## src/rtl/spi_mr_pkg.sv

```systemverilog
package spi_mr_pkg;
  localparam int ST_BUSY    = 0;
  localparam int ST_TXSPACE = 1;
  localparam int ST_RXDATA  = 2;
  localparam int ST_RXOVF   = 3;
  localparam int ST_TXOVF   = 4;
  localparam int ST_BITS    = 5;

  typedef enum logic {
    REG_DATA = 1'b0,
    REG_CTRL = 1'b1
  } reg_sel_e;
endpackage

```

## src/rtl/spi_mr_fifo.sv

```systemverilog
module spi_mr_fifo #(
  parameter int DW    = 8,
  parameter int DEPTH = 6,
  parameter int AW    = 3
) (
  input  logic          clk,
  input  logic          rst,
  input  logic          push,
  input  logic [DW-1:0] din,
  input  logic          pop,
  output logic [DW-1:0] dout,
  output logic          full,
  output logic          empty,
  output logic          one_left
);
  localparam int CW = AW + 1;
  localparam logic [AW-1:0] LAST = AW'(DEPTH - 1);

  logic [DW-1:0] mem [DEPTH];
  logic [AW-1:0] wr_ptr, rd_ptr;
  logic [CW-1:0] cnt;
  logic          do_push, do_pop;

  assign full     = (cnt == CW'(DEPTH));
  assign empty    = (cnt == '0);
  assign one_left = (cnt == CW'(1));
  assign do_push  = push && !full;
  assign do_pop   = pop && !empty;
  assign dout     = mem[rd_ptr];

  always_ff @(posedge clk) begin
    if (do_push) mem[wr_ptr] <= din;
  end

  always_ff @(posedge clk) begin
    if (rst) begin
      wr_ptr <= '0;
      rd_ptr <= '0;
      cnt    <= '0;
    end else begin
      if (do_push) wr_ptr <= (wr_ptr == LAST) ? '0 : wr_ptr + 1'b1;
      if (do_pop)  rd_ptr <= (rd_ptr == LAST) ? '0 : rd_ptr + 1'b1;
      case ({do_push, do_pop})
        2'b10:   cnt <= cnt + 1'b1;
        2'b01:   cnt <= cnt - 1'b1;
        default: cnt <= cnt;
      endcase
    end
  end

  // A refused push leaves the queue full when nothing leaves it
  assert_full_hold_R5: assert property (@(posedge clk) disable iff (rst)
    (push && full && !pop) |=> full);
endmodule

```

## src/rtl/spi_mr_ss_decode.sv

```systemverilog
module spi_mr_ss_decode #(
  parameter int SEL_W  = 1,
  parameter int SLAVES = 2
) (
  input  logic [SEL_W-1:0]  sel,
  input  logic              active,
  output logic [SLAVES-1:0] ss_n
);
  for (genvar k = 0; k < SLAVES; k++) begin : g_line
    assign ss_n[k] = !(active && (sel == SEL_W'(k)));
  end
endmodule

```

## src/rtl/spi_mr_irq.sv

```systemverilog
module spi_mr_irq #(
  parameter bit PER_WORD = 1'b0
) (
  input  logic clk,
  input  logic rst,
  input  logic rx_word,
  input  logic tx_idle,
  input  logic rx_drained,
  input  logic tx_wr_full,
  input  logic rx_in_full,
  input  logic stat_rd,
  output logic irq_ready,
  output logic irq_ovf,
  output logic tx_ovf,
  output logic rx_ovf
);
  logic dr_set;

  if (PER_WORD) begin : g_word
    assign dr_set = rx_word;
  end else begin : g_xact
    assign dr_set = rx_word && tx_idle;
  end

  always_ff @(posedge clk) begin
    if (rst) begin
      irq_ready <= 1'b0;
      tx_ovf    <= 1'b0;
      rx_ovf    <= 1'b0;
    end else begin
      if (dr_set)          irq_ready <= 1'b1;
      else if (rx_drained) irq_ready <= 1'b0;
      if (tx_wr_full)      tx_ovf <= 1'b1;
      else if (stat_rd)    tx_ovf <= 1'b0;
      if (rx_in_full)      rx_ovf <= 1'b1;
      else if (stat_rd)    rx_ovf <= 1'b0;
    end
  end

  assign irq_ovf = tx_ovf | rx_ovf;

  assert_ovf_cause_R5: assert property (@(posedge clk) disable iff (rst)
    $rose(irq_ovf) |-> $past(tx_wr_full || rx_in_full));

  assert_ovf_clear_R7: assert property (@(posedge clk) disable iff (rst)
    (stat_rd && !tx_wr_full && !rx_in_full) |=> !irq_ovf);

  assert_dr_cause_R8: assert property (@(posedge clk) disable iff (rst)
    $rose(irq_ready) |-> $past(rx_word));
endmodule

```

## src/rtl/spi_master_regs.sv

```systemverilog
module spi_master_regs
  import spi_mr_pkg::*;
#(
  parameter int DW       = 8,
  parameter int DEPTH    = 6,
  parameter int AW       = 3,
  parameter int SLAVES   = 2,
  parameter int SEL_W    = 1,
  parameter bit PER_WORD = 1'b0
) (
  input  logic              clk,
  input  logic              rst,
  input  logic              wb_adr,
  input  logic [DW-1:0]     wb_wdat,
  output logic [DW-1:0]     wb_rdat,
  input  logic              wb_we,
  input  logic              wb_stb,
  output logic              wb_ack,
  output logic              eng_tx_valid,
  input  logic              eng_tx_ready,
  output logic [DW-1:0]     eng_tx_data,
  input  logic              eng_rx_valid,
  input  logic [DW-1:0]     eng_rx_data,
  output logic [SLAVES-1:0] ss_n,
  output logic              irq_ready,
  output logic              irq_ovf
);
  logic          op, wr_data, rd_data, wr_ctrl, rd_stat;
  logic          tx_full, tx_empty, rx_full, rx_empty, rx_one;
  logic          tx_one_unused;
  logic          unused_wbits;
  logic          inflight, busy, tx_ovf, rx_ovf;
  logic [DW-1:0] rx_dout, status;
  logic [SEL_W-1:0] sel_q;

  assign op      = wb_stb && !wb_ack;
  assign wr_data = op &&  wb_we && (wb_adr == REG_DATA);
  assign rd_data = op && !wb_we && (wb_adr == REG_DATA);
  assign wr_ctrl = op &&  wb_we && (wb_adr == REG_CTRL);
  assign rd_stat = op && !wb_we && (wb_adr == REG_CTRL);
  assign unused_wbits = ^wb_wdat;

  spi_mr_fifo #(.DW(DW), .DEPTH(DEPTH), .AW(AW)) u_txq (
    .clk(clk), .rst(rst), .push(wr_data), .din(wb_wdat),
    .pop(eng_tx_valid && eng_tx_ready), .dout(eng_tx_data),
    .full(tx_full), .empty(tx_empty), .one_left(tx_one_unused));

  spi_mr_fifo #(.DW(DW), .DEPTH(DEPTH), .AW(AW)) u_rxq (
    .clk(clk), .rst(rst), .push(eng_rx_valid), .din(eng_rx_data),
    .pop(rd_data), .dout(rx_dout),
    .full(rx_full), .empty(rx_empty), .one_left(rx_one));

  assign eng_tx_valid = !tx_empty && !inflight;
  assign busy         = !tx_empty || inflight;

  always_ff @(posedge clk) begin
    if (rst) begin
      inflight <= 1'b0;
      sel_q    <= '0;
      wb_ack   <= 1'b0;
      wb_rdat  <= '0;
    end else begin
      if (eng_tx_valid && eng_tx_ready) inflight <= 1'b1;
      else if (eng_rx_valid)            inflight <= 1'b0;
      if (wr_ctrl) sel_q <= wb_wdat[SEL_W-1:0];
      wb_ack <= op;
      if (op && !wb_we)
        wb_rdat <= (wb_adr == REG_CTRL) ? status : (rx_empty ? '0 : rx_dout);
    end
  end

  always_comb begin
    status              = '0;
    status[ST_BUSY]     = busy;
    status[ST_TXSPACE]  = !tx_full;
    status[ST_RXDATA]   = !rx_empty;
    status[ST_RXOVF]    = rx_ovf;
    status[ST_TXOVF]    = tx_ovf;
  end

  spi_mr_ss_decode #(.SEL_W(SEL_W), .SLAVES(SLAVES)) u_ss (
    .sel(sel_q), .active(busy), .ss_n(ss_n));

  spi_mr_irq #(.PER_WORD(PER_WORD)) u_irq (
    .clk(clk), .rst(rst),
    .rx_word(eng_rx_valid), .tx_idle(tx_empty),
    .rx_drained(rd_data && rx_one && !eng_rx_valid),
    .tx_wr_full(wr_data && tx_full),
    .rx_in_full(eng_rx_valid && rx_full),
    .stat_rd(rd_stat),
    .irq_ready(irq_ready), .irq_ovf(irq_ovf),
    .tx_ovf(tx_ovf), .rx_ovf(rx_ovf));

  assert_ack_pulse_R1: assert property (@(posedge clk) disable iff (rst)
    wb_ack |=> !wb_ack);

  assert_tx_hold_R11: assert property (@(posedge clk) disable iff (rst)
    (eng_tx_valid && !eng_tx_ready) |=> (eng_tx_valid && $stable(eng_tx_data)));

  assert_one_word_R11: assert property (@(posedge clk) disable iff (rst)
    (eng_tx_valid && eng_tx_ready) |=> !eng_tx_valid);

  assert_idle_release_R3: assert property (@(posedge clk) disable iff (rst)
    (!busy) |-> (&ss_n));
endmodule

```

## config.mk

```make
export PLATFORM = sky130hd
export DESIGN_NAME = spi_master_regs
export DESIGN_NICKNAME = d
export VERILOG_FILES = /design/src/rtl/spi_mr_pkg.sv /design/src/rtl/spi_mr_fifo.sv /design/src/rtl/spi_mr_ss_decode.sv /design/src/rtl/spi_mr_irq.sv /design/src/rtl/spi_master_regs.sv
export SDC_FILE = /design/constraint.sdc
export NUM_CORES = 1
export LEC_CHECK = 0
export BUFFER_PORTS_ARGS = -buffer_cell sky130_fd_sc_hd__buf_2
export CELL_PAD_IN_SITES_DETAIL_PLACEMENT = 1
export CELL_PAD_IN_SITES_GLOBAL_PLACEMENT = 2
export CORE_MARGIN = 4
export CORE_UTILIZATION = 48
export CTS_BUF_LIST = sky130_fd_sc_hd__clkbuf_8
export DETAILED_ROUTE_END_ITERATION = 10
export GPL_ROUTABILITY_DRIVEN = 0
export HOLD_SLACK_MARGIN = 0.06
export PLACE_DENSITY_LB_ADDON = 0.12
export SLEW_MARGIN = 20
export SYNTH_ARGS = -nofsm -noshare
export SYNTH_HDL_FRONTEND = slang
export SYNTH_HIERARCHICAL = 1
export SYNTH_SLANG_ARGS = --single-unit
```

## constraint.sdc

```tcl
create_clock -name clk -period 4.08 [get_ports clk]
set_clock_uncertainty 0.05 [all_clocks]
set_input_delay 0.816 -clock clk [delete_from_list [all_inputs] [get_ports clk]]
set_output_delay 0.816 -clock clk [all_outputs]
set_load 0.005 [all_outputs]
```

==> impl_metrics.json, run 1 <==
{
  "irDropWorstVdd_uv": 309,
  "cts_resized": 0,
  "grt_pass1_vias": 3506,
  "cts.sink_count": 136,
  "grt_max_degree": 37,
  "crit_path_start_kind": "flop",
  "initial_utilization_pct": 50.0,
  "core_um2": 11100,
  "avgSynthCellArea_um2": 14.2,
  "insertion_delay_ps": 450,
  "routed_via_density": 5.46,
  "wl_um": 11100,
  "tritoncts": "yes",
  "layout_min_cycle_time_ps": 3130,
  "antenna_found_initial": 0,
  "dp_hpwl_um": 7900,
  "worstPathRequired_ps": 3210,
  "h-tree-depth": 4,
  "cts_made_buffers": 17,
  "tns_ps": 0,
  "cts_buffer_depth": 2,
  "clkSlewWorstSetupHoldPaths_ps": 70,
  "timing.hold.ws_ps": 409,
  "io_pins": 45,
  "p_leak_nw": 2.24,
  "wire_per_inst_um": 18.4,
  "route.detailed.drc": 0,
  "first_pass_iters": 4,
  "slew_headroom_pct": 42.4,
  "synth_nets": 424,
  "hold_class": "flop to flop",
  "grt_pass1_wl_um": 18200,
  "end_kind": "primary output",
  "antennaDiodeCount": 0,
  "ant_nets": 0,
  "rsz0062_at_grt": "no",
  "finalCritPeriodShare_pct": 76.6,
  "grt-ovfl-total": 0,
  "cts_root_buffer": "clkbuf_8",
  "syn-instance-count": 390,
  "worst-path-stages": 4,
  "n_fill_cell": 1084,
  "r2r-end": "u_txq/cnt[3]",
  "slowest_stage": "dfxtp_1",
  "grt_usage_pct": 18.4,
  "hold_violations": 0,
  "ys.warnings.count": 6,
  "finalNetCount": 483,
  "worst-path-buf-inv": 1,
  "hp-start": "wb_rdat[7]",
  "holdBufCountCts": 0,
  "crit_chain": "mux4_2 -> nor2_1 -> a21oi_1 -> buf_2",
  "dieArea_um2": 13300,
  "drive_above_1_share_pct": 24.9,
  "post_cts_buffers": 0,
  "maxCapViolations": 0,
  "num_vias": 3286,
  "r2r_cells": 10,
  "multi_input_area_um2": 1700,
  "max_clock_freq_mhz": 320,
  "critPathArrivalTime_ps": 2260,
  "rows": 38,
  "setup_viol": 0,
  "worstMarginPinSlew_ps": 863,
  "r2r_start": "u_txq/cnt[0]",
  "die_x_um": 115,
  "worst-setup-path-type": "flop to primary output",
  "netlist_area_um2": 5540,
  "area_growth_syn_to_layout_pct": 15.1,
  "endpoint": "eng_tx_data[6]",
  "status": "finished clean",
  "critical-path-top-delay-family": "flip-flops",
  "slowest_delay_ps": 890,
  "dieHeight_um": 115,
  "seqCellArea_um2": 3680,
  "numPortBuffers": 44,
  "slew_violations": 0,
  "r2r_slack_ps": 1170,
  "powerDensity_nw_per_um2": 456,
  "worstPathMaxFanout": 13,
  "drtIter0Drc": 140
}
-- stage by stage --
step,std cells,cell area (um^2),utilization (%),setup WS (ps),total power [mW]
floorplan,390,5540,-,1180,1.67
global placement,570,5940,53.6,869,1.73
detailed placement,570,5940,53.6,823,1.74
CTS,602,6370,57.5,851,2.94
global route,602,6370,57.5,696,3.03
finish,602,6370,57.5,954,2.90
-- flip-flops by register name, indices dropped and copies added (netlist names), named ones only --
name and cells:
inflight 1, sel_q 1, u_irq/irq_ready 1, u_irq/rx_ovf 1, u_irq/tx_ovf 1, u_rxq/cnt 4, u_rxq/mem 48, u_rxq/rd_ptr 3
u_rxq/wr_ptr 3, u_txq/cnt 4, u_txq/mem 48, u_txq/rd_ptr 3, u_txq/wr_ptr 3, wb_ack 1, wb_rdat 8
-- final cells by class --
| type | instances | area share (%) |
|---|---|---|
| Sequential cell | 136 | 57.8 |
| Multi-Input combinational cell | 220 | 26.7 |
| Clock inverter | 15 | 3.16 |
| Clock buffer | 17 | 3.67 |
| Tap cell | 140 | 2.75 |
| Timing Repair Buffer | 55 | 4.75 |
| Inverter | 19 | 1.12 |
-- power by group --
group | total (mW) | switching [mW] | internal, mW
sequential | 1.53 | 0.0249 | 1.51
clock | 1.19 | 0.528 | 0.666
combinational | 0.178 | 0.103 | 0.0746
total | 2.90 | 0.656 | 2.25
-- tightest hold or removal path, stage by stage (launching register included) --
cell	delay, ps
dfxtp_1	320
nand2_1	50
a21oi_1	50
-- worst min path at each step --
stage	endpoint	slack, ps	cells past startpoint
after floorplan	wb_rdat[5]	400	2
after global routing	wb_rdat[7]	420	2
after global placement	wb_rdat[7]	400	2
after detailed placement	wb_rdat[7]	400	2
after CTS	wb_rdat[7]	410	2
final	wb_rdat[7]	410	2
-- cell usage in the layout (no fill, tap or decap), types with 4 or more instances in the layout --
cell and count:
ha_1 11, mux2i_1 19, or4b_1 4, nor3b_1 5, nand2b_1 6, xor2_1 4, dfxtp_1 40, buf_4 11
o21ai_0 14, nand2_1 12, edfxtp_1 96, or3_1 7, inv_1 17, clkbuf_8 17, nor2_1 35, a21oi_1 39
bufinv_16 4, nand3_1 4, nor3_1 7, buf_2 44, clkinv_4 4, mux4_2 16
-- metal layers --
| layer | part of all wire [%] | track usage, % |
|---|---|---|
| met5 | 0 | 0 |
| met4 | 1.3 | 6.34 |
| met3 | 3.8 | 6.16 |
| met2 | 54 | 32.6 |
| met1 | 40 | 20.8 |
Note: power is estimated with default switching activity, not from simulation.
==> run 2, diff against run 1 <==
--- a/config.mk
+++ b/config.mk
@@ -5,11 +5,12 @@
 export SDC_FILE = /design/constraint.sdc
 export NUM_CORES = 1
 export LEC_CHECK = 0
+export ABC_AREA = 1
 export BUFFER_PORTS_ARGS = -buffer_cell sky130_fd_sc_hd__buf_2
 export CELL_PAD_IN_SITES_DETAIL_PLACEMENT = 1
 export CELL_PAD_IN_SITES_GLOBAL_PLACEMENT = 2
 export CORE_MARGIN = 4
-export CORE_UTILIZATION = 48
+export CORE_UTILIZATION = 36
 export CTS_BUF_LIST = sky130_fd_sc_hd__clkbuf_8
 export DETAILED_ROUTE_END_ITERATION = 10
 export GPL_ROUTABILITY_DRIVEN = 0
==> constraint.sdc (replaced) <==
create_clock -name clk -period 2.6 [get_ports clk]
set_clock_uncertainty 0.05 [all_clocks]
set_input_delay 0.52 -clock clk [delete_from_list [all_inputs] [get_ports clk]]
set_output_delay 0.52 -clock clk [all_outputs]
set_load 0.005 [all_outputs]
==> run 2 against run 1 <==
  * Cell count grew 47%
  * Clock power grew 38%
  * Non-clock buffer count grew 3
  * First-iteration DRC count shrank 21%
  * Area after synthesis grew 5.5%
  * Core utilization shrank 15 points
  * Power grew 50%
  * Sequential power grew 57%
  * Setup slack lost 620 ps
  * Highest routed layer unchanged
  * Hold slack lost 130 ps
  * Synthesized cell count grew 53%
  * Critical endpoint is now ss_n[0]
  * Routed wire length grew 20%
==> impl_metrics.json, run 2 <==
{
  "crit_start": "u_txq/cnt[0]",
  "tns_ps": 0,
  "dieArea_um2": 18300,
  "grt_pass1_wl_um": 22000,
  "cpMostUsedCell": "nand2_1",
  "post_cts_buffers": 0,
  "slew_headroom_pct": 71.8,
  "max_clock_freq_mhz": 440,
  "grt-ovfl-total": 0,
  "wl_um": 13300,
  "wl_met3_um": 353,
  "r2r_start": "u_txq/cnt[0]",
  "maxCapViolations": 0,
  "tritoncts": "yes",
  "worst-setup-path-type": "flop to primary output",
  "cts_buffer_depth": 2,
  "netlist_area_um2": 5840,
  "wl_met1_um": 5750,
  "wire_per_inst_um": 15.0,
  "p_leak_nw": 2.68,
  "p_int_mw": 3.25,
  "insertion_delay_ps": 440,
  "antennaDiodeCount": 0,
  "layout_min_cycle_time_ps": 2270,
  "final_cell_mix": "149 x nand2_1, 96 x edfxtp_1, 65 x nor2_1",
  "end_kind": "primary output",
  "initial_utilization_pct": 36.8,
  "n_fill_cell": 1858,
  "io_pins": 45,
  "power.total_mw": 4.37,
  "finalCritPeriodShare_pct": 87.3,
  "numPortBuffers": 44,
  "multi_input_area_um2": 1770,
  "cts_made_buffers": 17,
  "h-tree-depth": 4,
  "p_sw_mw": 1.11,
  "finalNetCount": 690,
  "status": "finished clean",
  "route.detailed.drc": 0,
  "power_frac_seq_pct": 55.0,
  "r2r_cells": 14,
  "dp_hpwl_um": 9700,
  "crit_chain": "inv_1 -> ha_1 -> nand2_1 -> inv_1 -> nand2_1 -> nand2_1 -> buf_2",
  "area_growth_syn_to_layout_pct": 14.4,
  "slowest_delay_ps": 390,
  "holdBufCountCts": 0,
  "irDropWorstVdd_uv": 394,
  "r2r_slack_ps": 390,
  "first_pass_iters": 6,
  "slew_violations": 0,
  "worst-path-buf-inv": 3,
  "slowest_stage": "dfxtp_1",
  "hold_violations": 0,
  "met2WireLength_um": 7030,
  "top_regs": "u_rxq/mem (48), u_txq/mem (48), wb_rdat (8)",
  "cts.sink_count": 136,
  "routed.top_layer": "met4",
  "switching_share_pct": 25.5,
  "synth_nets": 629,
  "powerDensity_nw_per_um2": 653,
  "drtIter0Drc": 110,
  "endpoint": "ss_n[0]",
  "comb_power_share_pct": 7.4,
  "rows": 46,
  "setup_viol": 0,
  "num_vias": 4136,
  "worstMarginPinSlew_ps": 423,
  "cts_root_buffer": "clkbuf_8",
  "die_x_um": 135,
  "cts_resized": 0,
  "worstPathMaxFanout": 4,
  "worstPathRequired_ps": 2030,
  "layout_commonest_cell": "nand2_1",
  "routed_via_density": 4.67,
  "worst-path-stages": 7,
  "critical-path-top-delay-family": "flip-flops",
  "rsz0062_at_grt": "no",
  "critPathArrivalTime_ps": 1700,
  "ant_nets": 0,
  "r2r-end": "u_txq/cnt[3]",
  "avgSynthCellArea_um2": 9.82,
  "grt_usage_pct": 15.4,
  "antenna_found_initial": 0,
  "seqCellArea_um2": 3680,
  "crit_path_start_kind": "flop",
  "clkPwrFrac_pct": 37.6,
  "grt_max_degree": 25,
  "hold_class": "primary input to flop",
  "syn-instance-count": 595,
  "grt_pass1_vias": 4277,
  "clkSlewWorstSetupHoldPaths_ps": 90,
  "dieHeight_um": 135,
  "core_um2": 15900,
  "ys.warnings.count": 6,
  "drive_above_1_share_pct": 15.2
}
[run 2: layer usage]
metal  GRT usage, %  vias to the layer above
li1               -                     2096
met1           18.1                     1979
met2           27.7                       46
met3           3.94                       15
met4           4.70                        0
met5              0                        -
[run 2: stage by stage]
stage	utilization, %	cell area, um^2	setup WS, ps	hold slack (ps)	std cells
after floorplan	-	5840	279	391	595
after global placement	39.7	6310	469	398	853
after detailed placement	39.7	6310	374	414	853
after CTS	42.1	6680	242	251	885
after global routing	42.1	6680	150	251	885
final	42.1	6680	329	284	885
[run 2: power groups by stage]
stage	Combinational, mW	Clock, mW	Sequential (mW)
after floorplan	0.208	0	2.44
after global placement	0.319	0	2.45
after detailed placement	0.329	0	2.45
after CTS	0.331	1.71	2.40
after global routing	0.374	1.83	2.41
final	0.322	1.64	2.40
[run 2: how the worst min path moves through the flow]
stage | cells past startpoint | start | slack [ps] | to
floorplan | 2 | u_irq/rx_ovf | 390 | u_irq/rx_ovf
global placement | 2 | u_irq/irq_ready | 400 | u_irq/irq_ready
detailed placement | 2 | u_irq/irq_ready | 410 | u_irq/irq_ready
CTS | 1 | wb_wdat[1] | 250 | u_txq/mem[2][1]
global route | 1 | eng_rx_data[3] | 250 | u_rxq/mem[0][3]
finish | 1 | wb_wdat[0] | 280 | u_txq/mem[2][0]
[run 2: worst register-to-register path: cells and delay by family (launching register included)]
| kind | cells | cell delay (ps) |
|---|---|---|
| simple gates | 7 | 700 |
| flops | 1 | 390 |
| fa+ha+maj | 2 | 470 |
| compound gates | 1 | 150 |
| buf+inv | 4 | 340 |
[run 2: cell type report]
cell class,instances,area share [%]
clock buffers,17,3.50
clock inverters,15,2.12
inverters,68,3.82
multi-input cells,375,26.5
flip-flops and latches,136,55.1
well taps,216,4.04
repair buffers,58,4.87
